--- src/rtl/wdt_pkg.sv ---
package wdt_pkg;
  typedef enum logic {
    OWN_TIMER = 1'b0,
    OWN_WDT   = 1'b1
  } psc_owner_e;
endpackage

--- src/rtl/wdt_base_cnt.sv ---
module wdt_base_cnt #(
  parameter int CNT_W = 8
) (
  input  logic clk,
  input  logic rst,
  input  logic en,
  input  logic tick,
  input  logic clr,
  output logic ovf
);
  logic [CNT_W-1:0] cnt;

  always_ff @(posedge clk) begin
    if (rst || clr || !en) cnt <= '0;
    else if (tick)         cnt <= cnt + CNT_W'(1);
  end

  assign ovf = en && tick && !clr && (cnt == '1);


  base_idle_chk: assert property (@(posedge clk) disable iff (rst)
    !en |=> (cnt == '0));
endmodule

--- src/rtl/wdt_shared_psc.sv ---
module wdt_shared_psc
  import wdt_pkg::*;
#(
  parameter int PSC_W = 8,
  localparam int SEL_W = $clog2(PSC_W)
) (
  input  logic             clk,
  input  logic             rst,
  input  psc_owner_e       owner,
  input  logic [SEL_W-1:0] sel,
  input  logic             base_ovf,
  input  logic             tmr_src,
  input  logic             clr,
  output logic             wdt_tap,
  output logic             tmr_clk
);
  logic [PSC_W-1:0] cnt;
  logic [PSC_W:0]   ones;
  logic             ev;
  logic             cnt_clr;
  logic [SEL_W:0]   tsel;

  // ones[i] is set when the low i bits of the count are all 1
  assign ones[0] = 1'b1;
  for (genvar i = 0; i < PSC_W; i++) begin : g_prefix
    assign ones[i+1] = ones[i] & cnt[i];
  end

  assign ev      = (owner == OWN_WDT) ? base_ovf : tmr_src;
  assign cnt_clr = clr && (owner == OWN_WDT);
  assign tsel    = {1'b0, sel} + (SEL_W+1)'(1);

  always_ff @(posedge clk) begin
    if (rst || cnt_clr) cnt <= '0;
    else if (ev)        cnt <= cnt + PSC_W'(1);
  end

  assign wdt_tap = (owner == OWN_WDT) ? (base_ovf && ones[sel]) : base_ovf;

  always_ff @(posedge clk) begin
    if (rst) tmr_clk <= 1'b0;
    else     tmr_clk <= (owner == OWN_WDT) ? tmr_src : (tmr_src && ones[tsel]);
  end


  psc_clear_chk: assert property (@(posedge clk) disable iff (rst)
    (clr && owner == OWN_WDT) |=> (cnt == '0));

  psc_keep_chk: assert property (@(posedge clk) disable iff (rst)
    (owner == OWN_TIMER && !tmr_src) |=> $stable(cnt));
endmodule

--- src/rtl/wdt_psc_watchdog.sv ---
module wdt_psc_watchdog
  import wdt_pkg::*;
#(
  parameter int BASE_W = 8,
  parameter int PSC_W  = 8,
  localparam int SEL_W = $clog2(PSC_W)
) (
  input  logic             clk,
  input  logic             rst,
  input  logic             wdt_tick,
  input  logic             wdt_clr,
  input  logic             sleep_cmd,
  input  logic             asleep,
  input  logic             wdt_en,
  input  logic             psc_owner,
  input  logic [SEL_W-1:0] psc_ratio,
  input  logic             tmr_src,
  output logic             rst_req,
  output logic             wake_req,
  output logic             to_n,
  output logic             tmr_clk
);
  logic       any_clr;
  logic       base_ovf;
  logic       tap;
  logic       expire;
  psc_owner_e owner;

  assign any_clr = wdt_clr || sleep_cmd;
  assign owner   = psc_owner_e'(psc_owner);

  wdt_base_cnt #(.CNT_W(BASE_W)) u_base (
    .clk(clk), .rst(rst), .en(wdt_en), .tick(wdt_tick),
    .clr(any_clr), .ovf(base_ovf)
  );

  wdt_shared_psc #(.PSC_W(PSC_W)) u_psc (
    .clk(clk), .rst(rst), .owner(owner), .sel(psc_ratio),
    .base_ovf(base_ovf), .tmr_src(tmr_src), .clr(any_clr),
    .wdt_tap(tap), .tmr_clk(tmr_clk)
  );

  assign expire = tap && !any_clr;

  always_ff @(posedge clk) begin
    if (rst) begin
      rst_req  <= 1'b0;
      wake_req <= 1'b0;
      to_n     <= 1'b1;
    end else begin
      rst_req  <= expire && !asleep;
      wake_req <= expire && asleep;
      if (any_clr)     to_n <= 1'b1;
      else if (expire) to_n <= 1'b0;
    end
  end


  req_excl_chk: assert property (@(posedge clk) disable iff (rst)
    !(rst_req && wake_req));

  rst_pulse_chk: assert property (@(posedge clk) disable iff (rst)
    rst_req |=> !rst_req);

  off_quiet_chk: assert property (@(posedge clk) disable iff (rst)
    !wdt_en |=> !(rst_req || wake_req));

  clear_wins_chk: assert property (@(posedge clk) disable iff (rst)
    any_clr |=> (!rst_req && !wake_req && to_n));

  flag_fall_chk: assert property (@(posedge clk) disable iff (rst)
    $fell(to_n) |-> (rst_req || wake_req));
endmodule

--- config.mk ---
export PLATFORM = sky130hd
export DESIGN_NAME = wdt_psc_watchdog
export DESIGN_NICKNAME = d
export VERILOG_FILES = /design/src/rtl/wdt_pkg.sv /design/src/rtl/wdt_base_cnt.sv /design/src/rtl/wdt_shared_psc.sv /design/src/rtl/wdt_psc_watchdog.sv
export SDC_FILE = /design/constraint.sdc
export NUM_CORES = 1
export LEC_CHECK = 0
export ABC_CLOCK_PERIOD_IN_PS = 4300
export BUFFER_PORTS_ARGS = -buffer_cell sky130_fd_sc_hd__buf_2
export CAP_MARGIN = 10
export CORE_MARGIN = 5
export CORE_UTILIZATION = 50
export DETAILED_ROUTE_END_ITERATION = 7
export PLACE_DENSITY_LB_ADDON = 0.3
export SLEW_MARGIN = 30
export SYNTH_ARGS = -nofsm -noshare
export SYNTH_HDL_FRONTEND = slang
export SYNTH_SLANG_ARGS = --single-unit
--- constraint.sdc ---
create_clock -name clk -period 4.3 [get_ports clk]
set_clock_uncertainty 0.15 [all_clocks]
set_input_delay 0 -clock clk [delete_from_list [all_inputs] [get_ports clk]]
set_output_delay 0 -clock clk [all_outputs]
set_load 0.02 [all_outputs]
==> results.tsv, run 1 <==
stage	metric	value	unit
final_layout	number of fill cells	175	
setup_path	critical path required time	4.40	ns
cts	clock buffer count from CTS	3	
global_route	vias in the first global route	964	
floorplan	Top Ports	16	
power_and_ir_drop	Peak VDD IR	228	uV
floorplan	die area	0.00318	mm^2
cts	CTS tree	built	
timing	Tightest Pin Transition	0.360	ns
placed_design	Port Buffers	15	
yosys	Synth area leaders	dfxtp_1 37%, xor2_1 5.7%, mux2i_1 5.6%	
route	Top Metal Used	met4	
setup_path	CP Cell Sequence	ha_1, ha_1, nand2_1, a2111oi_0, a211oi_1, nor4b_1, dlygate4sd3_1	
timing	post-layout minimum cycle time	2.56	ns
cts	Skew-Pair Late Insertion Delay	0.30	ns
floorplan	chip height	56.4	um
final_layout	nets	160	
setup_path	crit-path max FO	5	
floorplan	core footprint	0.00200	mm^2
yosys	gate count of the mapped netlist	119	
yosys	syn nets	135	
final_layout	n_diodes	0	
route	Met3 Wirelength	167	um
floorplan	chip width	56.4	um
job	max-cap viol count	0	
route	Vias/cell	5.71	
timing	Setup WS post-layout	1.74	ns
setup_path	crit-path max cell delay	0.60	ns
route	DRT Pass-1 Iters	4	
final_layout	Finished Core Util	65.1	%
cts	clock sink count	20	
status	status	finished clean	
yosys	Post-synth EDFFs	0	
setup_path	Startpoint Class	flip-flop	
cts	clock-pin transition on the worst setup and hold timing paths	0.12	ns
placed_design	placed instance area	0.00116	mm^2
timing	Slew HR	75.4	%
placed_design	Post-DP HPWL	1670	um
route	routed len/inst	14.5	um
yosys	Yosys top cell by area	dfxtp_1	
route	DRC violations left	0	
setup_path	WS Path Type	flip-flop to flip-flop	
cts	hold buffer count at CTS	9	
placed_design	DP Worst Slack	2.29	ns
yosys	synthesized cell area	0.00108	mm^2
final_layout	Final Cell Area	0.00130	mm^2
yosys	count leader, synth	dfxtp_1	
global_route	largest net degree at the start of global routing	13	
final_layout	area grow syn2layout	21.0	%
timing	Fin Hold WS	0.00900	ns
cts	CTS Buffer Depth	2	
route	DRT antenna net count	0	
yosys	yosys warns	0	
worst_hold_path	Hold Crit Class	input port to flip-flop	
yosys	top cells by count, synth	20 x dfxtp_1, 16 x nor2_1, 7 x a21oi_1, 7 x xor2_1	
global_route	first-pass GRT wire length	4160	um
route	Metal-1 WL	1100	um
cts	root buffer cell	clkbuf_4	
route	WL final	2470	um
cts	Post CTS Setup Buffer Count	0	
timing	Setup TNS	0	ns
cts	H-tree depth	1	
timing	final setup vio count	0	
global_route	grt ovf	0	
yosys	Mapped Avg Cell Area	9.04	um^2
setup_path	critical path arrival	2.66	ns
timing	Fin. Hold Viols	0	
setup_path	crit end category	flip-flop	
timing	crit share post-route	59.5	%
yosys	main flop type after synthesis	dfxtp_1	
route	via count	970	
floorplan	FP Rows	16	
yosys	sequential share of the synthesized area	37.2	%
timing	RSZ-0062 raised after global routing	no	
yosys	Yosys top cell area share	37.2	%
setup_path	CP dominant cell by count	ha_1	
placed_design	GPL Wtd Cong	0.792	
cts	Post-CTS Resized	0	
floorplan	initial core utilization	53.8	%
yosys	synthesis-stage register bit count	20	
power_and_ir_drop	Leakage	0.000540	uW
setup_path	slowest stage cell, crit path	dlygate4sd3_1	
power_and_ir_drop	Power Density	291	mW/mm^2
yosys	asr flop ratio synth	0	%
timing	max-slew violations	0	
final_layout	fraction of layout cells with a size suffix above 1	16.1	%
timing	max frequency	391	MHz
route	initial drt markers	35	
global_route	gr usage total	16.2	%
yosys	post-synth cell types	38	
route	routed length on met2	1130	um
global_route	initial antenna violation count	0	
[metrics by stage]
step,total power [uW],std cells
after floorplan,212,119
after global placement,221,157
after detailed placement,222,157
after CTS,380,170
after global routing,393,170
final,379,170
[report_power, final]
group          total [uW]  switching, uW  internal (uW)
clock                 155           60.7           94.2
combinational        36.8           19.3           17.6
sequential            188           1.03            186
total                 379           81.0            298
[layer usage]
metal  global-route usage [%]  vias to the layer above
li1                         -                      483
met1                     19.1                      444
met2                     27.2                       35
met3                     3.67                        8
met4                     8.47                        0
met5                        0                        -
[cells by family after synthesis]
group | after synthesis | synth area share, %
simple gates | 51 | 27.4
compound gates | 21 | 13.1
flops | 20 | 37.2
xor+xnor | 11 | 8.95
buf+inv | 6 | 3.02
mux | 6 | 5.58
fa+ha+maj | 4 | 4.65
[flip-flops by register name (all words and copies together), names as in the netlist]
register,flops
rst_req,1
to_n,1
u_base.cnt,8
u_psc.cnt,8
u_psc.tmr_clk,1
wake_req,1
[final timing paths]
| check | start | endpoint | slack [ns] | depth (start not counted) |
|---|---|---|---|---|
| setup / recovery | u_psc.cnt[0] | u_psc.tmr_clk | 1.74 | 7 |
| hold / removal | psc_owner | wake_req | 0.009 | 4 |
| setup reg to reg | u_psc.cnt[0] | u_psc.tmr_clk | 1.74 | 7 |
| hold reg to reg | to_n | to_n | 0.35 | 1 |
[cells in the final DEF (no fill, tap or decap), drive strengths merged, types with 5 or more instances in the layout]
cell and instances:
nand3 5, nand4 5, dlygate4sd3 9, nor2 16, mux2i 6, xor2 7, buf 15, a21oi 7
dfxtp 20, nand2 6
[final cells by class]
cell class	count	area [um^2]	area share, %
Clock inverter	1	30.0	2.31
Tap cell	27	33.8	2.59
Multi-Input combinational cell	93	643	49.4
Clock buffer	3	22.5	1.73
Inverter	2	7.51	0.576
Sequential cell	20	400	30.7
Timing Repair Buffer	24	165	12.7
[worst max-delay path: cells and delay by family (launching register included)]
family          cells  cell delay [ns]
buf+inv             1             0.60
fa+ha+maj           2             0.52
flops               1             0.43
simple gates        2             0.41
compound gates      2             0.39
Note: power is estimated with default switching activity, not from simulation.
==> run 2, diff against run 1 <==
ABC_CLOCK_PERIOD_IN_PS = 2200   (was 4300)
CORE_ASPECT_RATIO = 0.6   (was not set)
CORE_UTILIZATION = 49   (was 50)
clock period = 2.2 ns   (was 4.3 ns; I/O delays follow)
==> run 2 against run 1 <==
  * Register-to-register slack worse by 1.6 ns
  * Sequential cell count stayed put
  * Via count is 1.3% lower
  * Clock power is 52% higher
  * Worst hold slack better by 0.028 ns
  * Die area is 2.6% higher
==> results.tsv, run 2 (synthesized netlist as in run 1, its figures left out) <==
stage	metric	value	unit	change
floorplan	initial core utilization	50.5	%	-3.3 points
route	initial drt markers	107		+210%
setup_path	crit-path max cell delay	0.42	ns	-0.18 ns
setup_path	worst r2r src	u_psc.cnt[0]		
global_route	first-pass GRT wire length	3910	um	-6.1%
cts	Skew-Pair Late Insertion Delay	0.25	ns	-0.05 ns
placed_design	DP Worst Slack	0.156	ns	-2.13 ns
setup_path	Startpoint Class	flip-flop		
timing	RSZ-0062 raised after global routing	no		
job	max-cap viol count	0		unchanged
cts	clock-pin transition on the worst setup and hold timing paths	0.07	ns	-0.05 ns
final_layout	combined area of the multi-input logic cells	648	um^2	+0.78%
setup_path	crit-path max FO	5		unchanged
placed_design	Post-DP HPWL	1770	um	+5.9%
cts	Post CTS Setup Buffer Count	0		unchanged
cts	H-tree depth	1		unchanged
timing	max frequency	496	MHz	+27%
cts	CTS Buffer Depth	2		unchanged
power_and_ir_drop	Power Density	528	mW/mm^2	+81%
final_layout	nets	157		-1.9%
timing	Tightest Pin Transition	0.401	ns	+0.0409 ns
cts	clock buffer count from CTS	3		unchanged
placed_design	GPL Wtd Cong	0.905		+14%
setup_path	RR Endpoint	to_n		
cts	root buffer cell	clkbuf_8		
route	Vias/cell	5.66		-0.76%
cts	CTS tree	built		
setup_path	WS Path Type	flip-flop to flip-flop		
setup_path	worst r2r path cells	7		unchanged
setup_path	CP Cell Sequence	ha_2, ha_2, mux2i_1, a211o_1, o211ai_1, nand4bb_1, a21bo_2		
floorplan	FP Rows	13		-3
timing	Slew HR	72.6	%	-2.8 points
setup_path	CP dominant cell by count	ha_2		
final_layout	fraction of layout cells with a size suffix above 1	17.3	%	+1.2 points
final_layout	commonest non-fill, non-tap cell in the layout	dfxtp_1		
setup_path	cell family with most CP delay	compound AO/OA/AOI/OAI gates		
timing	crit share post-route	91.6	%	+32 points
power_and_ir_drop	Leakage	0.000507	uW	-6.0%
route	DRT antenna net count	0		unchanged
floorplan	core footprint	0.00213	mm^2	+6.4%
status	status	finished clean		
route	routed len/inst	13.8	um	-4.8%
global_route	largest net degree at the start of global routing	13		unchanged
timing	Fin. Hold Viols	0		unchanged
setup_path	Buffers & Inverters on Critical Path	0		-1
timing	post-layout minimum cycle time	2.02	ns	-0.542 ns
setup_path	critical path required time	2.20	ns	-2.20 ns
final_layout	Finished Layout Cells	169		-0.59%
route	DRT Pass-1 Iters	6		+2
floorplan	Top Ports	16		unchanged
final_layout	number of fill cells	185		+5.7%
timing	final setup vio count	0		unchanged
timing	max-slew violations	0		unchanged
final_layout	largest registers	u_base.cnt: 8 flops, u_psc.cnt: 8 flops		
global_route	initial antenna violation count	0		unchanged
worst_hold_path	Hold Crit Class	input port to flip-flop		
setup_path	slowest stage cell, crit path	dfxtp_1		
timing	Setup TNS	0	ns	unchanged
power_and_ir_drop	Peak VDD IR	333	uV	+46%
route	DRC violations left	0		unchanged
final_layout	most frequent cells in the layout	20 x dfxtp_1, 16 x nor2_1, 15 x buf_2		
global_route	grt ovf	0		unchanged
global_route	gr usage total	16.0	%	-0.23 points
setup_path	critical path arrival	2.02	ns	-0.64 ns
placed_design	# placed instances	160		+1.9%
final_layout	area grow syn2layout	18.0	%	
cts	clock sink count	20		unchanged
worst_hold_path	hold path startpoint	wdt_en		
floorplan	die area	0.00326	mm^2	+2.6%
worst_hold_path	Worst Hold Endpoint	u_base.cnt[7]		
final_layout	n_diodes	0		unchanged
floorplan	chip height	46.3	um	-18%
route	via count	957		-1.3%
placed_design	Port Buffers	15		unchanged
route	WL final	2330	um	-5.4%
global_route	vias in the first global route	854		-11%
floorplan	chip width	70.5	um	+25%
setup_path	crit end category	flip-flop		
setup_path	reg2reg setup slack	0.18	ns	-1.56 ns
timing	Setup WS post-layout	0.185	ns	-1.56 ns
final_layout	sequential cell area	400	um^2	unchanged
worst_hold_path	hold path cells	3		-1
[run 2: changes by cell type in the layout (fill, tap and decap cells not counted)]
cell and change:
clkbuf_4 -3, clkbuf_8 +3, dlygate4sd3_1 -3, ha_1 -2, ha_2 +2, bufinv_16 -1
[run 2: timing repair]
item / CTS / global route
endpoints found under the hold margin: 7 / 0
hold buffers: 6 / 0
endpoints found under the setup margin: 0 / 3
gates resized for setup: 0 / 2
[run 2: how the worst max path moves through the flow]
stage	startpoint	end	depth (start not counted)
6_report	u_psc.cnt[0]	to_n	7
3_5_place_dp	u_psc.cnt[0]	to_n	7
5_1_grt	u_psc.cnt[0]	wake_req	7
3_3_place_gp	u_psc.cnt[0]	to_n	7
4_1_cts	u_psc.cnt[0]	to_n	7
2_1_floorplan	u_psc.cnt[0]	to_n	7
[run 2: per-stage QoR]
step | hold slack, ns | power, uW | area [um^2] | util (%)
after global placement | 0.0337 | 434 | 1160 | 54.6
after CTS | 0.0263 | 676 | 1260 | 59.4
after global routing | 0.0580 | 698 | 1270 | 59.6
after detailed placement | 0.0313 | 436 | 1160 | 54.6
after floorplan | -0.0739 | 415 | 1080 | -
final | 0.0373 | 671 | 1270 | 59.6
[run 2: area by class of cell]
| cell class | instances | share of cell area [%] |
|---|---|---|
| inverters | 2 | 0.591 |
| repair buffers | 21 | 10.6 |
| flip-flops and latches | 20 | 31.5 |
| multi-input cells | 93 | 51.0 |
| well taps | 30 | 2.96 |
| clock buffers | 3 | 3.25 |
[run 2: routing by layer]
metal,track usage [%],vias to the layer above,part of all wire [%]
met2,23.8,42,38
met5,0,-,0
met4,4.20,0,1.2
met1,21.2,433,51
li1,-,473,-
met3,6.97,9,9.3
[run 2: worst reg2reg max path, delay by kind of cell, from the launching register on]
family                   cells  cell delay, ns
AO/OA/AOI/OAI                3            0.61
adder cells (fa/ha/maj)      2            0.46
flip-flops                   1            0.42
AND/OR/NAND/NOR              1            0.18
multiplexers                 1            0.08
[run 2: where the power goes]
group,internal [uW],total [uW],switching [uW]
Combinational,32.7,69.5,36.8
Clock,122,235,113
Sequential,364,366,2.06
==> run 3, diff against run 2 <==
ABC_CLOCK_PERIOD_IN_PS = 2250   (was 2200)
CORE_ASPECT_RATIO = not set   (was 0.6)
CORE_UTILIZATION = 50   (was 49)
clock period = 2.25 ns   (was 2.2 ns; I/O delays follow)
==> run 3 against run 2 <==
  * Maximum frequency shrank 1.8%
  * Wire length increased by 4.3%
  * Via count rose by 2.3%
  * Final cell count up 0.59%
  * Combinational power increased by 3%
  * Critical path depth unchanged
  * Worst hold slack improved by 0.043 ns
==> results.tsv, run 3 (synthesized netlist as in run 1, its figures left out) <==
stage	metric	value	unit	change
status	status	finished clean		
route	DRT antenna net count	0		unchanged
setup_path	crit-path max cell delay	0.43	ns	about the same
global_route	first-pass GRT wire length	4110	um	+5.1%
route	WL final	2430	um	+4.3%
floorplan	die area	0.00318	mm^2	-2.6%
setup_path	crit-path max FO	5		unchanged
setup_path	crit end category	flip-flop		
power_and_ir_drop	Power Density	556	mW/mm^2	+5.3%
floorplan	core footprint	0.00200	mm^2	-6.0%
power_and_ir_drop	Peak VDD IR	437	uV	+31%
floorplan	FP Rows	16		+3
cts	root buffer cell	clkbuf_4		
route	initial drt markers	14		-87%
final_layout	nets	160		+1.9%
timing	Fin. Hold Viols	0		unchanged
worst_hold_path	Hold Crit Class	input port to flip-flop		
setup_path	slowest stage cell, crit path	dfxtp_1		
timing	final setup vio count	0		unchanged
final_layout	commonest non-fill, non-tap cell in the layout	dfxtp_1		
timing	RSZ-0062 raised after global routing	no		
cts	clock-pin transition on the worst setup and hold timing paths	0.12	ns	+0.05 ns
timing	max-slew violations	0		unchanged
cts	CTS Buffer Depth	2		unchanged
global_route	largest net degree at the start of global routing	13		unchanged
power_and_ir_drop	Leakage	0.000535	uW	+5.5%
final_layout	n_diodes	0		unchanged
route	Metal-1 WL	1090	um	-8.8%
setup_path	WS Path Type	flip-flop to flip-flop		
floorplan	initial core utilization	53.8	%	+3.3 points
floorplan	chip height	56.4	um	+22%
timing	Tightest Pin Transition	0.370	ns	-0.0305 ns
timing	Slew HR	74.7	%	+2.1 points
timing	post-layout minimum cycle time	2.05	ns	+0.0374 ns
cts	CTS tree	built		
final_layout	fraction of layout cells with a size suffix above 1	16.1	%	-1.2 points
setup_path	critical path arrival	2.12	ns	+0.10 ns
final_layout	most frequent cells in the layout	20 x dfxtp_1, 16 x nor2_1, 15 x buf_2		
timing	max frequency	487	MHz	-1.8%
placed_design	GPL Wtd Cong	0.792		-12%
route	via count	979		+2.3%
placed_design	Port Buffers	15		unchanged
cts	H-tree depth	1		unchanged
cts	Post CTS Setup Buffer Count	0		unchanged
final_layout	Finished Layout Cells	170		+0.59%
placed_design	# placed instances	157		-1.9%
setup_path	Startpoint Class	flip-flop		
placed_design	Post-DP HPWL	1670	um	-5.6%
global_route	initial antenna violation count	0		unchanged
route	DRC violations left	0		unchanged
final_layout	area grow syn2layout	21.0	%	
route	Met3 Wirelength	146	um	-32%
timing	crit share post-route	91.2	%	-0.37 points
floorplan	Top Ports	16		unchanged
setup_path	reg2reg setup slack	0.20	ns	about the same
global_route	gr usage total	16.0	%	about the same
setup_path	CP Cell Sequence	ha_1, ha_1, mux2i_1, a211o_1, o211ai_1, nand4bb_1, a21bo_2		
job	max-cap viol count	0		unchanged
route	Top Metal Used	met4		
final_layout	number of fill cells	172		-7.0%
route	DRT Pass-1 Iters	4		-2
global_route	grt ovf	0		unchanged
floorplan	chip width	56.4	um	-20%
cts	clock buffer count from CTS	3		unchanged
setup_path	CP dominant cell by count	ha_1		
global_route	vias in the first global route	942		+10%
setup_path	critical path required time	2.31	ns	+0.11 ns
route	routed len/inst	14.3	um	+3.7%
timing	Setup TNS	0	ns	unchanged
cts	clock sink count	20		unchanged
placed_design	placed instance area	0.00116	mm^2	-0.32%
final_layout	largest registers	u_base.cnt: 8 flops, u_psc.cnt: 8 flops		
route	routed length on met2	1180	um	+32%
route	Vias/cell	5.76		+1.7%
final_layout	Final Cell Area	0.00130	mm^2	+2.6%
cts	Skew-Pair Late Insertion Delay	0.30	ns	+0.05 ns
run 3: final cells by class:
cell class	instances	area, um^2	share of cell area (%)
multi-input combinational	93	643	49.4
tap	27	33.8	2.59
inverter	2	7.51	0.576
timing repair buffer	24	165	12.7
clock inverter	1	30.0	2.31
sequential	20	400	30.7
clock buffer	3	22.5	1.73
run 3: layer usage:
layer | vias to the layer above | GRT usage [%]
li1 | 485 | -
met2 | 31 | 28.2
met1 | 459 | 19.2
met4 | 0 | 5.08
met5 | - | 0
met3 | 4 | 3.21
run 3: repair_timing:
action                                  CTS  global route
endpoints found under the setup margin    0             0
hold buffers                              9             0
gates resized for setup                   0             0
endpoints found under the hold margin    10             0
run 3: final timing paths:
check	from	endpoint	cells past startpoint
setup / recovery	u_psc.cnt[0]	to_n	7
hold / removal	sleep_cmd	u_base.cnt[6]	4
setup reg to reg	u_psc.cnt[0]	to_n	7
hold reg to reg	to_n	to_n	1
run 3: worst max-delay path, delay by kind of cell, from the launching register on:
family                     cells  cell delay [ns]
muxes                          1             0.10
adders and majority gates      2             0.52
DFF                            1             0.43
and+or+nand+nor                1             0.16
AOI/OAI and AO/OA              3             0.61
run 3: metrics by stage:
step           hold slack [ns]  utilization, %  setup slack [ns]  power, uW
2_1_floorplan          -0.0739               -             0.374        406
3_3_place_gp            0.0360            57.9             0.297        423
3_5_place_dp            0.0437            57.9             0.237        425
4_1_cts                 0.0439            65.1             0.214        728
5_1_grt                 0.0785            65.1            0.0688        753
6_report                0.0806            65.1             0.197        725
run 3: power breakdown:
part           internal (uW)  switching [uW]
logic                   34.7            36.7
clock network            180             115
registers                356            2.03
